### src/rtl/nseq_pkg.sv
package nseq_pkg;

    localparam int TIME_W = 8;
    localparam int GAP_W  = 4;
    localparam int BANK_W = 2;
    localparam int NUM_CE = 1 << BANK_W;

    typedef enum logic [1:0] {
        WIN_CMD  = 2'd0,
        WIN_ADDR = 2'd1,
        WIN_DATA = 2'd2
    } win_e;

    typedef enum logic [2:0] {
        PH_IDLE   = 3'd0,
        PH_SETUP  = 3'd1,
        PH_GAP    = 3'd2,
        PH_STROBE = 3'd3,
        PH_HOLD   = 3'd4
    } phase_e;

    typedef struct packed {
        win_e              win;
        logic              wr;
        logic [BANK_W-1:0] bank;
    } acc_t;

    // A read needs a gap only when the previous access raised a latch enable.
    function automatic logic gap_needed(input win_e prev);
        return (prev == WIN_CMD) || (prev == WIN_ADDR);
    endfunction

    function automatic logic [TIME_W-1:0] gap_count(input win_e prev,
                                                    input logic [GAP_W-1:0] cle_re,
                                                    input logic [GAP_W-1:0] ale_re);
        logic [GAP_W-1:0] sel;
        sel = (prev == WIN_CMD) ? cle_re : ale_re;
        return {{(TIME_W-GAP_W){1'b0}}, sel};
    endfunction

    // Requests outside the defined codes are treated as data accesses.
    function automatic win_e decode_win(input logic [1:0] code);
        win_e w;
        case (code)
            2'd0:    w = WIN_CMD;
            2'd1:    w = WIN_ADDR;
            default: w = WIN_DATA;
        endcase
        return w;
    endfunction

endpackage

### src/rtl/nseq_hiz_timer.sv
module nseq_hiz_timer
    import nseq_pkg::*;
(
    input  logic              clk,
    input  logic              rst,
    input  logic              start,
    input  logic [TIME_W-1:0] hiz_in,
    output logic              expired
);
    logic [TIME_W-1:0] left_q;

    always_ff @(posedge clk) begin
        if (rst) begin
            left_q <= '0;
        end else if (start) begin
            left_q <= hiz_in;
        end else if (left_q != '0) begin
            left_q <= left_q - 1'b1;
        end
    end

    assign expired = (left_q == '0);

endmodule

### src/rtl/nseq_phase_ctrl.sv
module nseq_phase_ctrl
    import nseq_pkg::*;
#(
    parameter int DATA_W = 8
) (
    input  logic              clk,
    input  logic              rst,
    input  logic              req_valid,
    output logic              req_ready,
    input  logic [1:0]        req_win,
    input  logic              req_wr,
    input  logic [BANK_W-1:0] req_bank,
    input  logic [DATA_W-1:0] req_wdata,
    input  logic [TIME_W-1:0] cfg_setup,
    input  logic [TIME_W-1:0] cfg_strobe,
    input  logic [TIME_W-1:0] cfg_hold,
    input  logic [GAP_W-1:0]  cfg_cle_re,
    input  logic [GAP_W-1:0]  cfg_ale_re,
    input  logic              wait_n,
    input  logic [DATA_W-1:0] dq_in,
    output phase_e            phase,
    output acc_t              cur,
    output logic [DATA_W-1:0] wdata_q,
    output logic              accept,
    output logic              done,
    output logic [DATA_W-1:0] rdata
);
    logic [TIME_W-1:0] cnt_q;
    logic [TIME_W-1:0] strobe_q;
    logic [TIME_W-1:0] hold_q;
    logic [TIME_W-1:0] gap_q;
    logic              gap_en_q;
    win_e              prev_win_q;
    win_e              new_win;
    logic              cnt_zero;

    assign req_ready = (phase == PH_IDLE);
    assign accept    = req_ready && req_valid;
    assign new_win   = decode_win(req_win);
    assign cnt_zero  = (cnt_q == '0);

    always_ff @(posedge clk) begin
        if (rst) begin
            phase      <= PH_IDLE;
            cnt_q      <= '0;
            strobe_q   <= '0;
            hold_q     <= '0;
            gap_q      <= '0;
            gap_en_q   <= 1'b0;
            prev_win_q <= WIN_DATA;
            cur        <= '{win: WIN_DATA, wr: 1'b0, bank: '0};
            wdata_q    <= '0;
            done       <= 1'b0;
            rdata      <= '0;
        end else begin
            done <= 1'b0;
            case (phase)
                PH_IDLE: begin
                    if (req_valid) begin
                        cur        <= '{win: new_win, wr: req_wr, bank: req_bank};
                        wdata_q    <= req_wdata;
                        strobe_q   <= cfg_strobe;
                        hold_q     <= cfg_hold;
                        gap_en_q   <= !req_wr && gap_needed(prev_win_q);
                        gap_q      <= gap_count(prev_win_q, cfg_cle_re, cfg_ale_re);
                        prev_win_q <= new_win;
                        cnt_q      <= cfg_setup;
                        phase      <= PH_SETUP;
                    end
                end
                PH_SETUP: begin
                    if (!cnt_zero) begin
                        cnt_q <= cnt_q - 1'b1;
                    end else if (gap_en_q) begin
                        cnt_q <= gap_q;
                        phase <= PH_GAP;
                    end else begin
                        cnt_q <= strobe_q;
                        phase <= PH_STROBE;
                    end
                end
                PH_GAP: begin
                    if (!cnt_zero) begin
                        cnt_q <= cnt_q - 1'b1;
                    end else begin
                        cnt_q <= strobe_q;
                        phase <= PH_STROBE;
                    end
                end
                PH_STROBE: begin
                    if (!cnt_zero) begin
                        cnt_q <= cnt_q - 1'b1;
                    end else if (wait_n) begin
                        if (!cur.wr) begin
                            rdata <= dq_in;
                        end
                        cnt_q <= hold_q;
                        phase <= PH_HOLD;
                    end
                end
                PH_HOLD: begin
                    if (!cnt_zero) begin
                        cnt_q <= cnt_q - 1'b1;
                    end else begin
                        done  <= 1'b1;
                        phase <= PH_IDLE;
                    end
                end
                default: phase <= PH_IDLE;
            endcase
        end
    end

    // a low wait input keeps the strobe phase alive for another cycle
    a_r5_wait_stretch: assert property (@(posedge clk) disable iff (rst)
        (phase == PH_STROBE && !wait_n) |=> (phase == PH_STROBE));

    // done lasts exactly one cycle
    a_r9_done_pulse: assert property (@(posedge clk) disable iff (rst)
        done |=> !done);

    // done coincides with readiness for the next request
    a_r9_done_ready: assert property (@(posedge clk) disable iff (rst)
        done |-> req_ready);

endmodule

### src/rtl/nseq_pin_drv.sv
module nseq_pin_drv
    import nseq_pkg::*;
#(
    parameter int DATA_W = 8
) (
    input  phase_e            phase,
    input  acc_t              cur,
    input  logic [DATA_W-1:0] wdata_q,
    input  logic              hiz_expired,
    output logic [NUM_CE-1:0] ce_n,
    output logic              cle,
    output logic              ale,
    output logic              we_n,
    output logic              re_n,
    output logic [DATA_W-1:0] dq_out,
    output logic              dq_oe
);
    logic busy;
    logic strobing;

    assign busy     = (phase != PH_IDLE);
    assign strobing = (phase == PH_STROBE);

    for (genvar i = 0; i < NUM_CE; i++) begin : g_ce
        assign ce_n[i] = !(busy && (cur.bank == BANK_W'(i)));
    end

    assign cle    = busy && (cur.win == WIN_CMD);
    assign ale    = busy && (cur.win == WIN_ADDR);
    assign we_n   = !(strobing && cur.wr);
    assign re_n   = !(strobing && !cur.wr);
    assign dq_oe  = busy && cur.wr && hiz_expired;
    assign dq_out = dq_oe ? wdata_q : '0;

endmodule

### src/rtl/nand_pin_sequencer.sv
module nand_pin_sequencer
    import nseq_pkg::*;
#(
    parameter int DATA_W = 8
) (
    input  logic              clk,
    input  logic              rst,
    input  logic              req_valid,
    output logic              req_ready,
    input  logic [1:0]        req_win,
    input  logic              req_wr,
    input  logic [1:0]        req_bank,
    input  logic [DATA_W-1:0] req_wdata,
    output logic              done,
    output logic [DATA_W-1:0] rdata,
    input  logic [7:0]        cfg_setup,
    input  logic [7:0]        cfg_strobe,
    input  logic [7:0]        cfg_hold,
    input  logic [7:0]        cfg_hiz,
    input  logic [3:0]        cfg_cle_re,
    input  logic [3:0]        cfg_ale_re,
    input  logic              nand_wait_n,
    output logic [3:0]        nand_ce_n,
    output logic              nand_cle,
    output logic              nand_ale,
    output logic              nand_we_n,
    output logic              nand_re_n,
    output logic [DATA_W-1:0] nand_dq_out,
    output logic              nand_dq_oe,
    input  logic [DATA_W-1:0] nand_dq_in
);
    phase_e            phase;
    acc_t              cur;
    logic [DATA_W-1:0] wdata_q;
    logic              accept;
    logic              hiz_expired;

    nseq_phase_ctrl #(.DATA_W(DATA_W)) u_ctrl (
        .clk        (clk),
        .rst        (rst),
        .req_valid  (req_valid),
        .req_ready  (req_ready),
        .req_win    (req_win),
        .req_wr     (req_wr),
        .req_bank   (req_bank),
        .req_wdata  (req_wdata),
        .cfg_setup  (cfg_setup),
        .cfg_strobe (cfg_strobe),
        .cfg_hold   (cfg_hold),
        .cfg_cle_re (cfg_cle_re),
        .cfg_ale_re (cfg_ale_re),
        .wait_n     (nand_wait_n),
        .dq_in      (nand_dq_in),
        .phase      (phase),
        .cur        (cur),
        .wdata_q    (wdata_q),
        .accept     (accept),
        .done       (done),
        .rdata      (rdata)
    );

    nseq_hiz_timer u_hiz (
        .clk     (clk),
        .rst     (rst),
        .start   (accept),
        .hiz_in  (cfg_hiz),
        .expired (hiz_expired)
    );

    nseq_pin_drv #(.DATA_W(DATA_W)) u_pins (
        .phase       (phase),
        .cur         (cur),
        .wdata_q     (wdata_q),
        .hiz_expired (hiz_expired),
        .ce_n        (nand_ce_n),
        .cle         (nand_cle),
        .ale         (nand_ale),
        .we_n        (nand_we_n),
        .re_n        (nand_re_n),
        .dq_out      (nand_dq_out),
        .dq_oe       (nand_dq_oe)
    );

    // the two strobes are never active together
    a_r5_one_strobe: assert property (@(posedge clk) disable iff (rst)
        !(!nand_we_n && !nand_re_n));

    // at most one chip enable and at most one latch enable active
    a_r2_ce_onehot: assert property (@(posedge clk) disable iff (rst)
        $onehot0(~nand_ce_n));
    a_r2_latch_excl: assert property (@(posedge clk) disable iff (rst)
        !(nand_cle && nand_ale));

    // the bus is never driven while the read strobe is active
    a_r7_read_float: assert property (@(posedge clk) disable iff (rst)
        !nand_re_n |-> !nand_dq_oe);

    // an idle sequencer leaves every pin inactive
    a_r1_idle_pins: assert property (@(posedge clk) disable iff (rst)
        req_ready |-> ((&nand_ce_n) && nand_we_n && nand_re_n && !nand_dq_oe));

    // a rising strobe is followed by a hold cycle with chip enable active
    a_r6_hold_after_strobe: assert property (@(posedge clk) disable iff (rst)
        ($rose(nand_we_n) || $rose(nand_re_n)) |-> !(&nand_ce_n));

endmodule

### config.mk
export PLATFORM = sky130hd
export DESIGN_NAME = nand_pin_sequencer
export DESIGN_NICKNAME = d
export VERILOG_FILES = /design/src/rtl/nseq_pkg.sv /design/src/rtl/nseq_hiz_timer.sv /design/src/rtl/nseq_phase_ctrl.sv /design/src/rtl/nseq_pin_drv.sv /design/src/rtl/nand_pin_sequencer.sv
export SDC_FILE = /design/constraint.sdc
export NUM_CORES = 1
export LEC_CHECK = 0
export ABC_AREA = 1
export BUFFER_PORTS_ARGS = -buffer_cell sky130_fd_sc_hd__buf_4
export CORE_AREA = 10 10 77 112
export DETAILED_ROUTE_END_ITERATION = 7
export DIE_AREA = 0 0 87 122
export PLACE_DENSITY = 0.76
export SLEW_MARGIN = 20
export SYNTH_ARGS = -nofsm -noshare
export SYNTH_HDL_FRONTEND = slang
export SYNTH_HIERARCHICAL = 1
export SYNTH_SLANG_ARGS = --single-unit
### constraint.sdc
create_clock -name clk -period 2.1 [get_ports clk]
set_input_delay 0.21 -clock clk [delete_from_list [all_inputs] [get_ports clk]]
set_output_delay 0.21 -clock clk [all_outputs]
set_load 0.005 [all_outputs]
==> impl_metrics.toml, run 1 <==
[run_status]
status = "finished, final reports clean"

[cts]
cts.path.max_buffers = 2
cts_tree = "yes"
clk_latency_ns = 0.34
cts_buffers = 9
cts.sinks = 62
h-tree-depth = 3
clk_pin_slew_ns = 0.06
cts-root-buf = "clkbuf_8"
hold_buffers = 0

[timing]
finalSetupTns_ns = 0
tightest_slew_ns = 0.559
slew_headroom_pct = 62.3
setup_viol = 0
slew_viol_final = 0
hold_viol_final = 0
finalCritPeriodShare_pct = 93.7
max_freq_mhz = 508
skew_ns = 0.00772
fin_crit_ns = 1.97
rsz0062_at_grt = "false"

[setup_path]
critPathMostFrequentCell = "inv_2"
rr_worst_depth = 9
critical_path_class = "reg -> out"
crit_chain = "inv_2 > ha_2 > nand2_2 > nor2_8 > nand2_1 > inv_2 > nand2_8 > nor2_2 > buf_4"
slowest_delay_ns = 0.32
crit_path_end_kind = "primary output"
crit_path_max_fanout = 9
startpoint_type = "flip-flop"
crit_arrival_ns = 1.76
worstPathRequired_ns = 1.89
cp_slowest_cell = "dfxtp_1"

[floorplanning]
die_w_microns = 87
core_area_sq_mm = 0.00671
die_h_microns = 122
ios = 92
row_count = 37
start_util_pct = 51.5
die_area_sq_mm = 0.0106

[cells_and_area]
final_cell_mix = "nor2_1 (106), nand2_1 (99), buf_4 (91)"
layout-drive-gt1-share_pct = 26.7
insertedDiodeCount = 0
layout_commonest_cell = "nor2_1"
stdcell_area_sq_mm = 0.00437
area_delta_synth_final_pct = 26.3
num-nets-final = 678

[logic_synthesis]
synth_nets = 590
synth_area_per_cell_sq_um = 6.62
synth_cells = 522
synth_edf_count = 0
synthFlopType = "dfxtp_1"
async_reset_ff_share_pct = 0
syn_area_sq_mm = 0.00346
yosysWarnings = 6
synth_seq_cells = 62
yosysUniqueCellTypes = 30
synth_seq_area_share_pct = 35.9

[routing]
ant_nets = 0
drc_errors = 0
dr.max_layer_used = "met4"
wl_microns = 9660
via_per_inst = 5.18
drt_iter0_drc = 238
met2_wirelength_microns = 5130
num_vias = 3588
wl_met3_microns = 723
wl_per_cell_microns = 13.9
dr.pass1.iters = 5
wl_met1_microns = 3590

[worst_hold_path]
hold_path_depth = 3
hold_path_class = "in -> reg"

[placed_design]
place_congestion = 0.937
hpwl_microns = 7490
numPortBuffers = 91
place_area_sq_mm = 0.00418

[global_routing]
grt_first_pass_wirelength_microns = 16000
overflow = 0
grt_pass1_vias = 3456
grt_max_degree = 37
antenna_found_initial = 0
track_usage_pct = 18.4

[power_and_ir_drop]
ir_drop_mv = 0.673
powerDensity_mw_per_mm2 = 1300
p_leak_uw = 0.00207

[flow_run]
cap_violations = 0
sequential cells by signal, summed over array words and instances, names as in the netlist:
| register | count |
|---|---|
| u_ctrl/cnt_q | 8 |
| u_ctrl/hold_q | 8 |
| u_ctrl/rdata | 8 |
| u_ctrl/strobe_q | 8 |
| u_ctrl/wdata_q | 8 |
| u_hiz/left_q | 8 |
| u_ctrl/gap_q | 4 |
| u_ctrl/cur | 3 |
| u_ctrl/phase | 3 |
| u_ctrl/prev_win_q | 2 |
| u_ctrl/done | 1 |
| u_ctrl/gap_en_q | 1 |
synth_stat cells (6+ instances only):
cell type	number	area, sq um
nand4_1	6	37.5
nand2_2	10	62.6
dfxtp_1	62	1240
buf_2	9	45.0
inv_2	11	41.3
nor2_2	14	87.6
nand2_1	99	372
nand3_1	30	150
o21ai_0	56	280
inv_1	50	188
a21oi_1	21	105
nor2_1	106	398
path summary, 6_finish.rpt:
check                             to  slack (ns)               start
setup / recovery      nand_dq_out[6]        0.13     u_hiz/left_q[0]
hold / removal    u_ctrl/strobe_q[6]        0.09       cfg_strobe[6]
setup reg to reg     u_ctrl/cnt_q[7]        0.32     u_ctrl/cnt_q[0]
hold reg to reg   u_ctrl/strobe_q[0]        0.47  u_ctrl/strobe_q[0]
critical path, delay by kind of cell (launching register included):
kind                     cells  cell delay [ns]
AND/OR/NAND/NOR              5             0.55
adder cells (fa/ha/maj)      1             0.23
flip-flops                   1             0.32
buffers and inverters        3             0.31
routing by layer:
layer | global-route usage (%) | up-vias
li1 | - | 1832
met1 | 19.4 | 1616
met2 | 31.8 | 121
met3 | 6.68 | 19
met4 | 7.42 | 0
met5 | 0 | -
what timing repair did:
item / CTS / global route
hold endpoints to repair: 0 / 0
setup buffers: 0 / 0
endpoints found under the setup margin: 0 / 9
resized for setup: 0 / 2
layout make-up:
type / instances / area [sq um]
fill: 618 / 2340
multi-input combinational: 383 / 1900
sequential: 62 / 1240
timing repair buffer: 93 / 723
inverter: 61 / 229
clock buffer: 11 / 131
tap: 78 / 97.6
clock inverter: 5 / 50.0
kinds of logic after synthesis:
kind of cell | count (synthesis) | synth area share [%]
simple gates | 286 | 39.0
compound gates | 91 | 13.9
buf+inv | 77 | 9.34
xor+xnor | 3 | 0.760
flops | 62 | 35.9
fa+ha+maj | 3 | 1.09
metrics by stage:
stage | cells | utilization (%) | hold WS (ns) | total power (uW) | setup WS, ns
finish | 693 | 65.1 | 0.0910 | 5690 | 0.132
global route | 693 | 65.1 | 0.0724 | 6220 | 0.00491
CTS | 693 | 65.0 | 0.0752 | 5710 | 0.0196
detailed placement | 677 | 62.3 | 0.438 | 4690 | 0.343
global placement | 677 | 62.3 | 0.432 | 4630 | 0.416
floorplan | 522 | - | 0.279 | 4040 | 0.465
power breakdown:
part | switching [uW] | internal [uW] | total, uW
Sequential | 303 | 1530 | 1830
Combinational | 1820 | 1050 | 2870
Clock | 450 | 540 | 991
Total | 2580 | 3120 | 5690
No activity file was read; power rests on OpenSTA's default activity.
==> run 2: changes to the inputs <==
Settings changed: ABC_AREA 1 to unset, CORE_AREA 10 10 77 112 to 10 10 88 129, DIE_AREA 0 0 87 122 to 0 0 98 139, PLACE_DENSITY 0.76 to 0.56.
==> run 2 against run 1 <==
Against the previous run: clock power is 38% higher; synthesized cell count shrank 20%; global-route usage is 4.0 points lower; non-clock buffer count increased by 31; die area up 28%; total power down 21%; synthesized area is 5.3% lower; critical path type is now reg -> reg.
==> impl_metrics.toml, run 2 <==
[flow_run]
cap_violations = 0

[global_routing]
grt_util_met3_pct = 4.74
met2_usage_pct = 24.7
busiest_layer = "met2"
antenna_found_initial = 0
met1_usage_pct = 15.5
grt_first_pass_wirelength_microns = 16300
overflow = 0
track_usage_pct = 14.4
grt_pass1_vias = 3311
grt_max_degree = 67

[floorplanning]
start_util_pct = 36.0
ios = 92
row_count = 43
core_area_sq_mm = 0.00909
die_w_microns = 98
die_h_microns = 139
die_area_sq_mm = 0.0136

[placed_design]
dp.cells = 618
numPortBuffers = 91
hpwl_microns = 7620
place_area_sq_mm = 0.00419
place_congestion = 0.836
preCtsSetupSlack_ns = 0.0655

[cells_and_area]
layout-drive-gt1-share_pct = 31.9
final_cell_mix = "buf_4 (121), nand2_1 (85), dfxtp_1 (59)"
fin_cells = 636
num-nets-final = 588
insertedDiodeCount = 0
stdcell_area_sq_mm = 0.00455
area_delta_synth_final_pct = 39.0
layout_commonest_cell = "buf_4"
fillers = 929
utilization_pct = 50.0
multi_input_area_sq_mm = 0.00191
regArea_sq_mm = 0.00124

[power_and_ir_drop]
p_sw_uw = 1490
ir_drop_mv = 0.613
p_leak_uw = 0.00190
p_int_uw = 2980
switching_share_pct = 33.3
power_uw = 4470
power_frac_clock_pct = 30.5
power.share.combinational_pct = 35.3
p_seq_share_pct = 34.2
powerDensity_mw_per_mm2 = 982

[routing]
via_per_inst = 5.19
num_vias = 3304
wl_per_cell_microns = 15.9
ant_nets = 0
wl_microns = 10100
drc_errors = 0
dr.pass1.iters = 4
drt_iter0_drc = 164

[timing]
setup_slack_ns = 0.0590
max_freq_mhz = 490
hold_viol_final = 0
rsz0062_at_grt = "true"
slew_viol_final = 0
setup_viol = 0
tightest_slew_ns = 0.715
fin_crit_ns = 2.04
skew_ns = 0.00593
finalCritPeriodShare_pct = 97.2
slew_headroom_pct = 52.3

[cts]
cts.path.max_buffers = 2
cts_buffers = 9
clk_pin_slew_ns = 0.05
cts_tree = "yes"
cts.sinks = 62
h-tree-depth = 3
clk_latency_ns = 0.33
cts-root-buf = "clkbuf_16"

[logic_synthesis]
synth.top_cells.by_count = "nand2_1 (86), dfxtp_1 (62), a21oi_1 (46)"
synth_seq_cells = 62
synth_most_common_cell = "nand2_1"
yosysUniqueCellTypes = 57
synthTopCellsByArea = "dfxtp_1 (38%), nand2_1 (9.9%), a21oi_1 (7.0%)"
yosysTopAreaCellShare_pct = 37.9
synth_area_per_cell_sq_um = 7.87
synth_edf_count = 0
synth_cells = 416
syn_area_sq_mm = 0.00327
synth_nets = 484
synth_top_cell_by_area = "dfxtp_1"
async_reset_ff_share_pct = 0
yosysWarnings = 6
synthFlopType = "dfxtp_1"
synth_seq_area_share_pct = 37.9

[setup_path]
slowest_delay_ns = 0.34
crit_chain = "inv_2 > ha_4 > nor3b_4 > and2_4 > a222oi_1 > nand2_1 > buf_6 > a221o_1 > a21oi_2"
critPathTopFamily = "compound AO/OA/AOI/OAI gates"
crit_arrival_ns = 2.30
crit_path_max_fanout = 4
critical_path_class = "reg -> reg"
crit_path_end_kind = "flip-flop"
r2r_setup_slack_ns = 0.06
worstPathRequired_ns = 2.36
startpoint_type = "flip-flop"
cp_slowest_cell = "dfxtp_2"
crit_buf_inv = 2

[run_status]
status = "finished, final reports clean"

[worst_hold_path]
hold_path_class = "in -> reg"
==> run 2: cell types whose count changed in the layout (fill, tap and decap cells not counted), sizes merged, moves of 7 or more <==
cell | previous run | this run
nor2 | 125 | 35
inv | 61 | 9
nand3b | 0 | 7
nand3 | 37 | 2
a21oi | 23 | 47
o21ai | 61 | 8
and3 | 0 | 8
buf | 93 | 124
nor3b | 0 | 8
nor3 | 4 | 15
mux2i | 0 | 14
nand2 | 113 | 86
==> run 2: logic make-up (layout without fill, tap and decap cells) <==
group           after synthesis  count (layout)  share of synthesized area (%)
simple gates                190             190                           28.6
flops                        62              62                           37.9
xor+xnor                      9               9                           2.41
compound gates               98              98                           19.8
buf+inv                      40             148                           5.85
fa+ha+maj                     3               3                           1.15
mux                          14              14                           4.28
==> run 2: power by group through the flow <==
| stage | logic (uW) | registers (uW) | clock network [uW] |
|---|---|---|---|
| finish | 1580 | 1530 | 1370 |
| global route | 1760 | 1560 | 1450 |
| CTS | 1500 | 1510 | 1410 |
| detailed placement | 1480 | 1540 | 0 |
| global placement | 1470 | 1530 | 0 |
| floorplan | 1030 | 1500 | 0 |
==> run 2: metal layers <==
metal / vias to the layer above / part of all wire, %
met4: 0 / 2.2
met2: 70 / 53
met3: 14 / 6.4
met1: 1546 / 39
met5: - / 0
li1: 1674 / -
==> run 2: area by class of cell <==
cell class	count	area share [%]
clock buffer	11	5.55
clock inverter	4	0.495
inverter	9	0.742
multi-input combinational	314	41.9
sequential	62	27.4
tap	112	3.08
timing repair buffer	124	20.9
==> run 2: worst register-to-register path, stage by stage, from the launching register on <==
cell,delay [ns]
dfxtp_2,0.34
inv_2,0.05
ha_4,0.15
nor3b_4,0.15
and2_4,0.18
a222oi_1,0.31
nand2_1,0.23
buf_6,0.18
a221o_1,0.27
a21oi_2,0.11
==> run 2: timing repair <==
item,4_1_cts,5_1_grt
setup endpoints to repair,9,24
hold buffers,0,0
resized for setup,3,17
pin swaps,0,6
setup buffers,0,3
==> run 2: final timing paths <==
| check | endpoint | from | cells past startpoint |
|---|---|---|---|
| setup / recovery | u_ctrl/cnt_q[3] | u_ctrl/cnt_q[1] | 9 |
| hold / removal | u_ctrl/prev_win_q[1] | req_win[1] | 3 |
| setup reg to reg | u_ctrl/cnt_q[3] | u_ctrl/cnt_q[1] | 9 |
| hold reg to reg | u_ctrl/wdata_q[4] | u_ctrl/wdata_q[4] | 2 |
==> run 2: stage by stage <==
stage               hold WS (ns)  setup TNS, ns
detailed placement         0.437              0
global placement           0.434              0
finish                     0.105              0
floorplan                  0.334              0
global route               0.123         -0.201
CTS                       0.0942              0
==> run 3: changes to the inputs <==
Settings changed: CORE_AREA 10 10 88 129 to 10 10 88 128, DIE_AREA 0 0 98 139 to 0 0 98 138, SYNTH_HIERARCHICAL 1 to unset.
==> run 3 against run 2 <==
Against the previous run: the flow now finishes with violations (setup timing); critical path depth shrank 2; global-route usage grew 1.3 points; first-iteration DRC count shrank 3.0%; count of clock-buffer cells in the layout is the same; routed wire length grew 5.5%; synthesized area shrank 1.9%; worst hold slack lost 0.0017 ns; clock power grew 6%; clock skew is essentially flat; total power shrank 7.7%; cell area shrank 0.16%; highest routed layer unchanged.
==> impl_metrics.toml, run 3 <==
[run_status]
status = "finished, violations left"
violations = "setup timing"

[power_and_ir_drop]
powerDensity_mw_per_mm2 = 908
p_leak_uw = 0.00193
ir_drop_mv = 0.771
power_uw = 4130

[logic_synthesis]
synth.top_cells.by_count = "nand2_1 (84), dfxtp_1 (62), a21oi_1 (44)"
yosysWarnings = 0
synth_most_common_cell = "nand2_1"
yosysUniqueCellTypes = 56
synthTopCellsByArea = "dfxtp_1 (39%), nand2_1 (9.8%), a21oi_1 (6.9%)"
synth_edf_count = 0
synth_nets = 493
syn_area_sq_mm = 0.00321
synth_top_cell_by_area = "dfxtp_1"
yosysTopAreaCellShare_pct = 38.7
synth_seq_area_share_pct = 38.7
synth_cells = 426
synthFlopType = "dfxtp_1"
synth_seq_cells = 62
synth_area_per_cell_sq_um = 7.54
async_reset_ff_share_pct = 0

[cts]
hold_buffers = 0
cts-root-buf = "clkbuf_16"
h-tree-depth = 3
cts.sinks = 62
cts_buffers = 9
cts_tree = "yes"
clk_latency_ns = 0.32
cts.path.max_buffers = 2
clk_pin_slew_ns = 0.05

[global_routing]
overflow = 0
grt_max_degree = 51
antenna_found_initial = 0
grt_first_pass_wirelength_microns = 17500
grt_pass1_vias = 3531
track_usage_pct = 15.6

[cells_and_area]
insertedDiodeCount = 0
layout-drive-gt1-share_pct = 30.5
utilization_pct = 50.0
layout_commonest_cell = "buf_4"
num-nets-final = 601
final_cell_mix = "buf_4 (123), nand2_1 (84), dfxtp_1 (58)"
stdcell_area_sq_mm = 0.00454
area_delta_synth_final_pct = 41.5

[placed_design]
place_area_sq_mm = 0.00416
place_congestion = 0.867
hpwl_microns = 8080
numPortBuffers = 91

[floorplanning]
die_area_sq_mm = 0.0135
die_h_microns = 138
start_util_pct = 35.3
ios = 92
row_count = 43
core_area_sq_mm = 0.00909
die_w_microns = 98

[setup_path]
cp_slowest_cell = "or4_4"
crit_buf_inv = 2
crit_arrival_ns = 2.32
crit_path_max_fanout = 5
slowest_delay_ns = 0.48
worstPathRequired_ns = 1.89
startpoint_type = "flip-flop"
crit_chain = "inv_2 > ha_4 > or4b_4 > or4_4 > nor3b_4 > and2_1 > buf_4"
critPathTopFamily = "simple AND/OR/NAND/NOR gates"
critical_path_class = "reg -> out"
crit_path_end_kind = "primary output"

[timing]
tightest_slew_ns = 0.555
skew_ns = 0.00577
setup_slack_ns = -0.434
finalCritPeriodShare_pct = 121
setup_viol = 14
hold_viol_final = 0
finalSetupTns_ns = -3.86
slew_headroom_pct = 63.0
max_freq_mhz = 395
rsz0062_at_grt = "true"
fin_crit_ns = 2.53
slew_viol_final = 0
holdWs_ns = 0.104

[routing]
via_per_inst = 5.28
dr.pass1.iters = 4
num_vias = 3432
drt_iter0_drc = 159
drc_errors = 0
wl_per_cell_microns = 16.4
wl_microns = 10600
ant_nets = 0

[flow_run]
cap_violations = 0

[worst_hold_path]
hold_path_class = "in -> reg"
-- run 3: cell count changes after synthesis, sizes merged, moves of 5 or more --
cell	delta
nor3	-6
o32ai	-5
a31oi	+5
nand3	+18
o21ai	+18
buf	-12
mux2i	-6
clkbuf	+11
-- run 3: per-stage QoR --
step           worst slack [ns]  cells
6_report                 -0.434    650
5_1_grt                  -0.513    650
4_1_cts                  -0.448    647
3_5_place_dp             -0.168    630
3_3_place_gp             -0.122    630
2_1_floorplan           -0.0840    426
-- run 3: final timing paths --
kind / startpoint / end / slack [ns] / cells after the start
max reg2reg: u_hiz.left_q[1] / u_hiz.left_q[3] / -0.08 / 9
min reg2reg: u_ctrl.wdata_q[5] / u_ctrl.wdata_q[5] / 0.45 / 2
max: u_hiz.left_q[1] / nand_dq_out[0] / -0.43 / 7
min: req_win[1] / u_ctrl.cur[4] / 0.10 / 3
-- run 3: worst min-delay path: stages --
cell and delay, ns:
buf_4 0.08, nand2_1 0.04, nand3_1 0.06
-- run 3: final cells by class --
class                           count  area [sq um]
Sequential cell                    62          1250
Tap cell                          112           140
Timing Repair Buffer              126           957
Clock inverter                      4          47.5
Clock buffer                       11           243
Multi-Input combinational cell    326          1880
Inverter                            9          33.8
Fill cell                         910          4550
-- run 3: kinds of logic after synthesis --
group / Yosys count / share of synthesized area [%]
buf+inv: 39 / 4.83
compound gates: 112 / 21.3
fa+ha+maj: 2 / 0.779
xor+xnor: 7 / 1.91
flops: 62 / 38.7
mux: 9 / 2.84
simple gates: 195 / 29.7
-- run 3: repair_timing --
action                     in CTS  in global routing
gates resized for setup         5                  8
gates cloned                    1                  0
hold endpoints to repair        0                  0
pin swaps                       5                  5
setup endpoints to repair      11                 17
buffers inserted                1                  3
-- run 3: report_power, final --
part | switching, uW | total (uW) | leakage, uW | internal, uW
combinational | 632 | 1230 | 0.00128 | 598
clock | 510 | 1450 | 0.000141 | 939
sequential | 139 | 1450 | 0.000510 | 1310
-- run 3: metal layers --
metal  share of wire [%]  GRT usage, %  wire length, microns  vias to the layer above
met5                   0             0                     0                        -
met3                 4.6          4.74                   493                       19
met1                  38          15.7                  4000                     1610
li1                    -             -                     -                     1733
met2                  55          28.7                  5890                       70
met4                 2.4          6.61                   260                        0
